**config.mk**
```make
export PLATFORM = sky130hd
export DESIGN_NAME = bplm_frame_decoder
export DESIGN_NICKNAME = d
export VERILOG_FILES = /design/src/rtl/bplm_dec_pkg.sv /design/src/rtl/bplm_interval_timer.sv /design/src/rtl/bplm_symbol_classifier.sv /design/src/rtl/bplm_bit_packer.sv /design/src/rtl/bplm_frame_decoder.sv
export SDC_FILE = /design/constraint.sdc
export NUM_CORES = 1
export LEC_CHECK = 0
export BUFFER_PORTS_ARGS = -buffer_cell sky130_fd_sc_hd__buf_2
export CORE_UTILIZATION = 41
export DETAILED_ROUTE_END_ITERATION = 10
export GPL_TIMING_DRIVEN = 0
export PLACE_DENSITY = 0.61
export SLEW_MARGIN = 10
export SYNTH_ARGS = -nofsm -noshare
export SYNTH_HDL_FRONTEND = slang
export SYNTH_HIERARCHICAL = 1
export SYNTH_SLANG_ARGS = --single-unit
```
**constraint.sdc**
```tcl
create_clock -name clk -period 7.6 [get_ports clk]
set_clock_uncertainty 0.2 [all_clocks]
set_input_delay 1.14 -clock clk [delete_from_list [all_inputs] [get_ports clk]]
set_output_delay 1.14 -clock clk [all_outputs]
set_load 0.01 [all_outputs]
```
**src/rtl/bplm_dec_pkg.sv**
```systemverilog
package bplm_dec_pkg;

  typedef enum logic [1:0] {
    SYM_NOISE = 2'd0,
    SYM_ZERO  = 2'd1,
    SYM_ONE   = 2'd2,
    SYM_START = 2'd3
  } sym_kind_e;

  // Sort a rise-to-rise spacing into a symbol kind against fixed limits.
  function automatic sym_kind_e classify_interval(input int unsigned iv,
                                                  input int unsigned zero_min,
                                                  input int unsigned one_min,
                                                  input int unsigned start_min);
    if (iv >= start_min)     return SYM_START;
    else if (iv >= one_min)  return SYM_ONE;
    else if (iv >= zero_min) return SYM_ZERO;
    else                     return SYM_NOISE;
  endfunction

  // Flat buffer position of frame bit n: byte n/8, most significant bit first.
  function automatic int unsigned bit_slot(input int unsigned n);
    return (n / 8) * 8 + 7 - (n % 8);
  endfunction

endpackage

```
**src/rtl/bplm_interval_timer.sv**
```systemverilog
module bplm_interval_timer #(
  parameter int CNT_W     = 8,
  parameter int EOF_UNITS = 80
) (
  input  logic             clk,
  input  logic             rst_n,
  input  logic             gap_in,
  input  logic             unit_tick,
  output logic             rise,
  output logic [CNT_W-1:0] interval,
  output logic             eof_hit
);
  localparam logic [CNT_W-1:0] CNT_MAX  = '1;
  localparam logic [CNT_W-1:0] EOF_LAST = CNT_W'(EOF_UNITS - 1);

  logic             gap_q;
  logic [CNT_W-1:0] cnt_q;

  assign rise     = gap_in & ~gap_q;
  assign interval = cnt_q;
  assign eof_hit  = unit_tick & ~rise & (cnt_q == EOF_LAST);

  always_ff @(posedge clk or negedge rst_n) begin
    if (!rst_n) begin
      gap_q <= 1'b1;
      cnt_q <= '0;
    end else begin
      gap_q <= gap_in;
      if (rise)
        cnt_q <= '0;
      else if (unit_tick && cnt_q != CNT_MAX)
        cnt_q <= cnt_q + 1'b1;
    end
  end

  p_restart_r1: assert property (@(posedge clk) disable iff (!rst_n)
    rise |=> cnt_q == '0);
  p_count_r1: assert property (@(posedge clk) disable iff (!rst_n)
    (unit_tick && !rise && cnt_q != CNT_MAX) |=> cnt_q == $past(cnt_q) + 1'b1);
  p_saturate_r9: assert property (@(posedge clk) disable iff (!rst_n)
    (cnt_q == CNT_MAX && !rise) |=> cnt_q == CNT_MAX);
  p_idle_hold_r1: assert property (@(posedge clk) disable iff (!rst_n)
    (!unit_tick && !rise) |=> $stable(cnt_q));

endmodule

```
**src/rtl/bplm_symbol_classifier.sv**
```systemverilog
module bplm_symbol_classifier
  import bplm_dec_pkg::*;
#(
  parameter int CNT_W     = 8,
  parameter int ZERO_MIN  = 15,
  parameter int ONE_MIN   = 25,
  parameter int START_MIN = 36
) (
  input  logic             rise,
  input  logic [CNT_W-1:0] interval,
  output logic             bit_valid,
  output logic             bit_val,
  output logic             start_valid
);
  sym_kind_e kind;

  always_comb begin
    kind        = classify_interval(32'(interval), ZERO_MIN, ONE_MIN, START_MIN);
    bit_valid   = rise && (kind == SYM_ZERO || kind == SYM_ONE);
    bit_val     = (kind == SYM_ONE);
    start_valid = rise && (kind == SYM_START);
  end

  always_comb begin
    if (bit_valid) begin
      p_bit_floor_r4: assert (32'(interval) >= ZERO_MIN);
    end
    if (start_valid) begin
      p_start_floor_r2: assert (32'(interval) >= START_MIN);
    end
  end

endmodule

```
**src/rtl/bplm_bit_packer.sv**
```systemverilog
module bplm_bit_packer
  import bplm_dec_pkg::*;
#(
  parameter int CNT_W     = 8,
  parameter int MAX_BITS  = 160,
  parameter int LOW_UNITS = 8,
  parameter int ZERO_MIN  = 15,
  localparam int LEN_W    = $clog2(MAX_BITS + 1),
  localparam int IDX_W    = $clog2(MAX_BITS)
) (
  input  logic                clk,
  input  logic                rst_n,
  input  logic                edge_in,
  input  logic [CNT_W-1:0]    interval,
  input  logic                bit_valid,
  input  logic                bit_val,
  input  logic                start_valid,
  input  logic                eof_hit,
  output logic [MAX_BITS-1:0] frame_data,
  output logic [LEN_W-1:0]    frame_len,
  output logic                frame_done,
  output logic                frame_overflow,
  output logic [CNT_W-1:0]    resp_units
);
  localparam logic [LEN_W-1:0] LEN_FULL = LEN_W'(MAX_BITS);

  logic [MAX_BITS-1:0] work_data;
  logic [LEN_W-1:0]    work_len;
  logic [CNT_W-1:0]    work_resp;
  logic                work_ovf;
  logic [IDX_W-1:0]    slot;

  assign slot = IDX_W'(bit_slot(32'(work_len)));

  always_ff @(posedge clk or negedge rst_n) begin
    if (!rst_n) begin
      work_data      <= '0;
      work_len       <= '0;
      work_resp      <= '0;
      work_ovf       <= 1'b0;
      frame_data     <= '0;
      frame_len      <= '0;
      frame_done     <= 1'b0;
      frame_overflow <= 1'b0;
      resp_units     <= '0;
    end else begin
      frame_done <= 1'b0;
      if (eof_hit) begin
        if (work_len != '0) begin
          frame_data     <= work_data;
          frame_len      <= work_len;
          frame_overflow <= work_ovf;
          resp_units     <= work_resp;
          frame_done     <= 1'b1;
        end
        work_data <= '0;
        work_len  <= '0;
        work_resp <= '0;
        work_ovf  <= 1'b0;
      end else begin
        if (start_valid)
          work_resp <= interval - CNT_W'(LOW_UNITS);
        if (bit_valid) begin
          if (work_len < LEN_FULL) begin
            work_data[slot] <= bit_val;
            work_len        <= work_len + 1'b1;
          end else begin
            work_ovf <= 1'b1;
          end
        end
      end
    end
  end

  p_done_single_r6: assert property (@(posedge clk) disable iff (!rst_n)
    frame_done |=> !frame_done);
  p_done_has_bits_r6: assert property (@(posedge clk) disable iff (!rst_n)
    frame_done |-> frame_len != '0);
  p_out_hold_r6: assert property (@(posedge clk) disable iff (!rst_n)
    !frame_done |-> ($stable(frame_len) && $stable(resp_units) && $stable(frame_overflow)));
  p_ovf_full_r8: assert property (@(posedge clk) disable iff (!rst_n)
    work_ovf |-> work_len == LEN_FULL);
  p_noise_ignored_r5: assert property (@(posedge clk) disable iff (!rst_n)
    (edge_in && interval < CNT_W'(ZERO_MIN)) |=>
      (work_len == $past(work_len) && work_resp == $past(work_resp)));

endmodule

```
**src/rtl/bplm_frame_decoder.sv**
```systemverilog
module bplm_frame_decoder #(
  parameter int CNT_W     = 8,
  parameter int ZERO_MIN  = 15,
  parameter int ONE_MIN   = 25,
  parameter int START_MIN = 36,
  parameter int LOW_UNITS = 8,
  parameter int EOF_UNITS = 80,
  parameter int MAX_BYTES = 20,
  localparam int MAX_BITS = MAX_BYTES * 8,
  localparam int LEN_W    = $clog2(MAX_BITS + 1)
) (
  input  logic                clk,
  input  logic                rst_n,
  input  logic                gap_in,
  input  logic                unit_tick,
  output logic [MAX_BITS-1:0] frame_data,
  output logic [LEN_W-1:0]    frame_len,
  output logic                frame_done,
  output logic                frame_overflow,
  output logic [CNT_W-1:0]    resp_units
);
  logic             rise;
  logic [CNT_W-1:0] interval;
  logic             eof_hit;
  logic             bit_valid;
  logic             bit_val;
  logic             start_valid;

  bplm_interval_timer #(
    .CNT_W(CNT_W), .EOF_UNITS(EOF_UNITS)
  ) u_timer (
    .clk(clk), .rst_n(rst_n), .gap_in(gap_in), .unit_tick(unit_tick),
    .rise(rise), .interval(interval), .eof_hit(eof_hit)
  );

  bplm_symbol_classifier #(
    .CNT_W(CNT_W), .ZERO_MIN(ZERO_MIN), .ONE_MIN(ONE_MIN), .START_MIN(START_MIN)
  ) u_class (
    .rise(rise), .interval(interval),
    .bit_valid(bit_valid), .bit_val(bit_val), .start_valid(start_valid)
  );

  bplm_bit_packer #(
    .CNT_W(CNT_W), .MAX_BITS(MAX_BITS), .LOW_UNITS(LOW_UNITS), .ZERO_MIN(ZERO_MIN)
  ) u_pack (
    .clk(clk), .rst_n(rst_n), .edge_in(rise), .interval(interval),
    .bit_valid(bit_valid), .bit_val(bit_val), .start_valid(start_valid),
    .eof_hit(eof_hit),
    .frame_data(frame_data), .frame_len(frame_len), .frame_done(frame_done),
    .frame_overflow(frame_overflow), .resp_units(resp_units)
  );

  p_edge_beats_timeout_r10: assert property (@(posedge clk) disable iff (!rst_n)
    (rise && unit_tick && interval == CNT_W'(EOF_UNITS - 1)) |=> !frame_done);

endmodule

```
==> impl_metrics.json <==
{
  "power_density_nw_per_um2": 200.5,
  "nets": 1944,
  "grt_pass1_wl_mm": 72.58,
  "antenna_cells": 0,
  "synth_area_leaders": "dfrtp_1 (56%), nand2_1 (15%), mux2i_1 (7.6%)",
  "start_util_pct": 41.72,
  "syn_area_per_cell_um2": 9.546,
  "whs_path_depth": 2,
  "grt_overflow": 0,
  "ys_ff_latch": 364,
  "netlist_area_um2": 16200,
  "slew_viol_final": 0,
  "hpwlAfterDp_mm": 31.57,
  "cts_resized": 0,
  "power_w": 0.003815,
  "synth-edff-count": 0,
  "setup_violations": 0,
  "route.detailed.drc": 0,
  "drtPass1Iterations": 5,
  "cts_buffers": 39,
  "fin_util_pct": 49.00,
  "wire_per_inst_um": 18.63,
  "cts-root-buf": "clkbuf_16",
  "p_leak_nw": 10.48,
  "grt_use_total_pct": 23.01,
  "cp.required_ps": 7860,
  "cts_hold_buf": 0,
  "hold_path.class": "flip-flop to flip-flop",
  "clk_pin_slew_ps": 60,
  "cts_setup_buffers": 0,
  "setup_ws_ps": 3904,
  "cp_data_arrival_time_ps": 3950,
  "max_cap_viol_count": 0,
  "post-route-min-period_ps": 3696,
  "cts_tree": "yes",
  "die-area_um2": 40310,
  "ys_async_sr_fraction_pct": 100.0,
  "tightest_slew_ps": 709.6,
  "core_area_um2": 38830,
  "die_y_um": 200.8,
  "dr_wl_met2_mm": 20.61,
  "via_per_inst": 5.145,
  "grt_pass1_vias": 12545,
  "critPathKind": "flip-flop to flip-flop",
  "crit_fanout": 10,
  "topRoutingLayerUsed": "met4",
  "clock-sinks": 364,
  "place_inst": 2399,
  "synth_top_area_cell": "dfrtp_1",
  "gp_congestion": 0.8713,
  "ys.flop_type": "dfrtp_1",
  "place_ws_ps": 3613,
  "startpoint_type": "flip-flop",
  "routed-wl-met3_mm": 2.836,
  "r2r_setup_slack_ps": 3900,
  "seqCellArea_um2": 9110,
  "drive_gt1_share_pct": 19.10,
  "ir_drop_mv": 0.1225,
  "finalNonFillerCells": 2466,
  "num_vias": 12687,
  "wirelength_mm": 45.93,
  "reg2reg_depth": 11,
  "worst_setup_path_end_kind": "flip-flop",
  "n_fill_cell": 3706,
  "rsz0062_at_grt": "no",
  "cts_max_level": 2,
  "port_buffers": 181,
  "status": "completed",
  "max_slew_margin_pct": 52.64,
  "synth_top_cell_area_share_pct": 56.07,
  "yosys_warnings": 6,
  "antenna_found_initial": 0,
  "synth.yosys.seq_area_share_pct": 56.24,
  "synthCells": 1697,
  "clockBufferDepth": 3,
  "synth_fp_nets": 1719,
  "final.period_utilization_pct": 48.63,
  "clock_latency_ps": 550,
  "ys_types": 58,
  "syn_to_final_growth_pct": 17.46,
  "hold_violations": 0,
  "drt_iter0_drc": 1152,
  "wl_met1_mm": 21.10,
  "fin_tns_setup_ps": 0,
  "grt_max_degree": 108,
  "die_w_um": 200.8,
  "num_rows": 72,
  "multi_input_area_um2": 6346,
  "fmax_mhz": 270.6,
  "ant_nets": 0,
  "io_pins": 182
}
==> path summary, 6_finish.rpt <==
path,startpoint,endpoint
max,u_timer/interval[0]$_DFFE_PN0P_,u_pack/frame_data[11]$_DFFE_PN0P_
min reg2reg,u_pack/work_resp[0]$_DFFE_PN0P_,u_pack/resp_units[0]$_DFFE_PN0P_
min,u_pack/work_resp[0]$_DFFE_PN0P_,u_pack/resp_units[0]$_DFFE_PN0P_
min in group asynchronous,rst_n,u_pack/frame_data[141]$_DFFE_PN0P_
max reg2reg,u_timer/interval[0]$_DFFE_PN0P_,u_pack/frame_data[11]$_DFFE_PN0P_
max in group asynchronous,rst_n,u_pack/frame_data[60]$_DFFE_PN0P_
==> through the flow <==
| stage | instance area (µm²) | hold WS, ps |
|---|---|---|
| floorplan | 16200 | 232.3 |
| global placement | 17750 | 243.1 |
| detailed placement | 17850 | 246.6 |
| CTS | 19030 | 260.6 |
| global route | 19030 | 287.2 |
| finish | 19030 | 255.8 |
==> cell usage after synthesis, drive strengths merged (5+ instances only) <==
cell	count
nand3	173
nor2	25
and3	18
a21oi	54
xor2	5
o21ai	53
nand4	7
mux2i	123
nor2b	7
dfrtp	363
clkbuf	57
and2	7
inv	13
nor3	5
xnor2	8
ha	18
buf	78
nand2	645
==> cells by family after synthesis <==
kind of cell | Yosys count | synth area share, %
xor gates and xnor gates | 13 | 0.9810
buffers and inverters | 148 | 4.588
adders and majority gates | 18 | 1.390
AOI/OAI and AO/OA | 126 | 4.495
DFF | 364 | 56.24
and+or+nand+nor | 905 | 24.71
muxes | 123 | 7.600
==> state kept, by name (all words and copies together) (netlist names) <==
register,cells
u_pack/frame_overflow,1
u_pack/resp_units,8
u_pack/work_ovf,1
u_pack/frame_data,160
u_pack/frame_done,1
u_pack/frame_len,8
u_timer/interval,8
u_timer/gap_q,1
u_pack/work_resp,8
u_pack/work_len,8
u_pack/work_data,160
==> power by group <==
group          switching, W   total, W  internal (W)
Combinational     0.0000534  0.0000704     0.0000170
Clock              0.000750    0.00178       0.00103
Sequential        0.0000154    0.00196       0.00194
Total              0.000819    0.00381       0.00300
==> final cells by class <==
class	instances	share of cell area, %
plain buffers	135	3.650
well taps	518	3.406
inverters	13	0.2565
flip-flops and latches	364	47.88
multi-input cells	1185	33.35
repair buffers	184	5.248
clock inverters	5	0.1512
clock buffers	62	6.056
==> worst max-delay path: stages (launching register included) <==
cell	delay, ps
dfrtp_1	510
ha_1	400
nand4_1	210
nor4_1	290
clkbuf_1	290
inv_2	150
a41o_1	270
inv_2	300
buf_2	430
buf_2	340
nand2_1	150
nand2_1	80
==> cells in the final DEF (no fill, tap or decap), types with 2 or more instances in the layout <==
cell	n
ha_1	18
buf_1	3
a211oi_1	4
xnor2_1	6
and2_1	6
xor2_1	4
nor3b_1	2
nor2_1	24
clkbuf_8	9
buf_16	3
clkbuf_16	39
nand3b_1	4
nand3_1	133
buf_4	11
buf_2	234
o21ai_0	53
and3_1	17
nand4_1	7
mux2i_1	123
o31ai_1	2
a31oi_1	4
buf_6	10
nor3_1	5
dfrtp_1	363
nand2_1	645
clkbuf_2	3
nand3_2	40
clkinv_2	4
clkbuf_1	68
and4_1	2
inv_2	2
inv_1	11
a21oi_1	52
nor2b_1	7
==> layer usage <==
layer,up-vias,global-route usage [%]
met5,-,0
met4,0,7.634
met3,89,3.636
met2,406,35.48
met1,6205,33.14
li1,5987,-
Power figures use the tool's default switching activity.
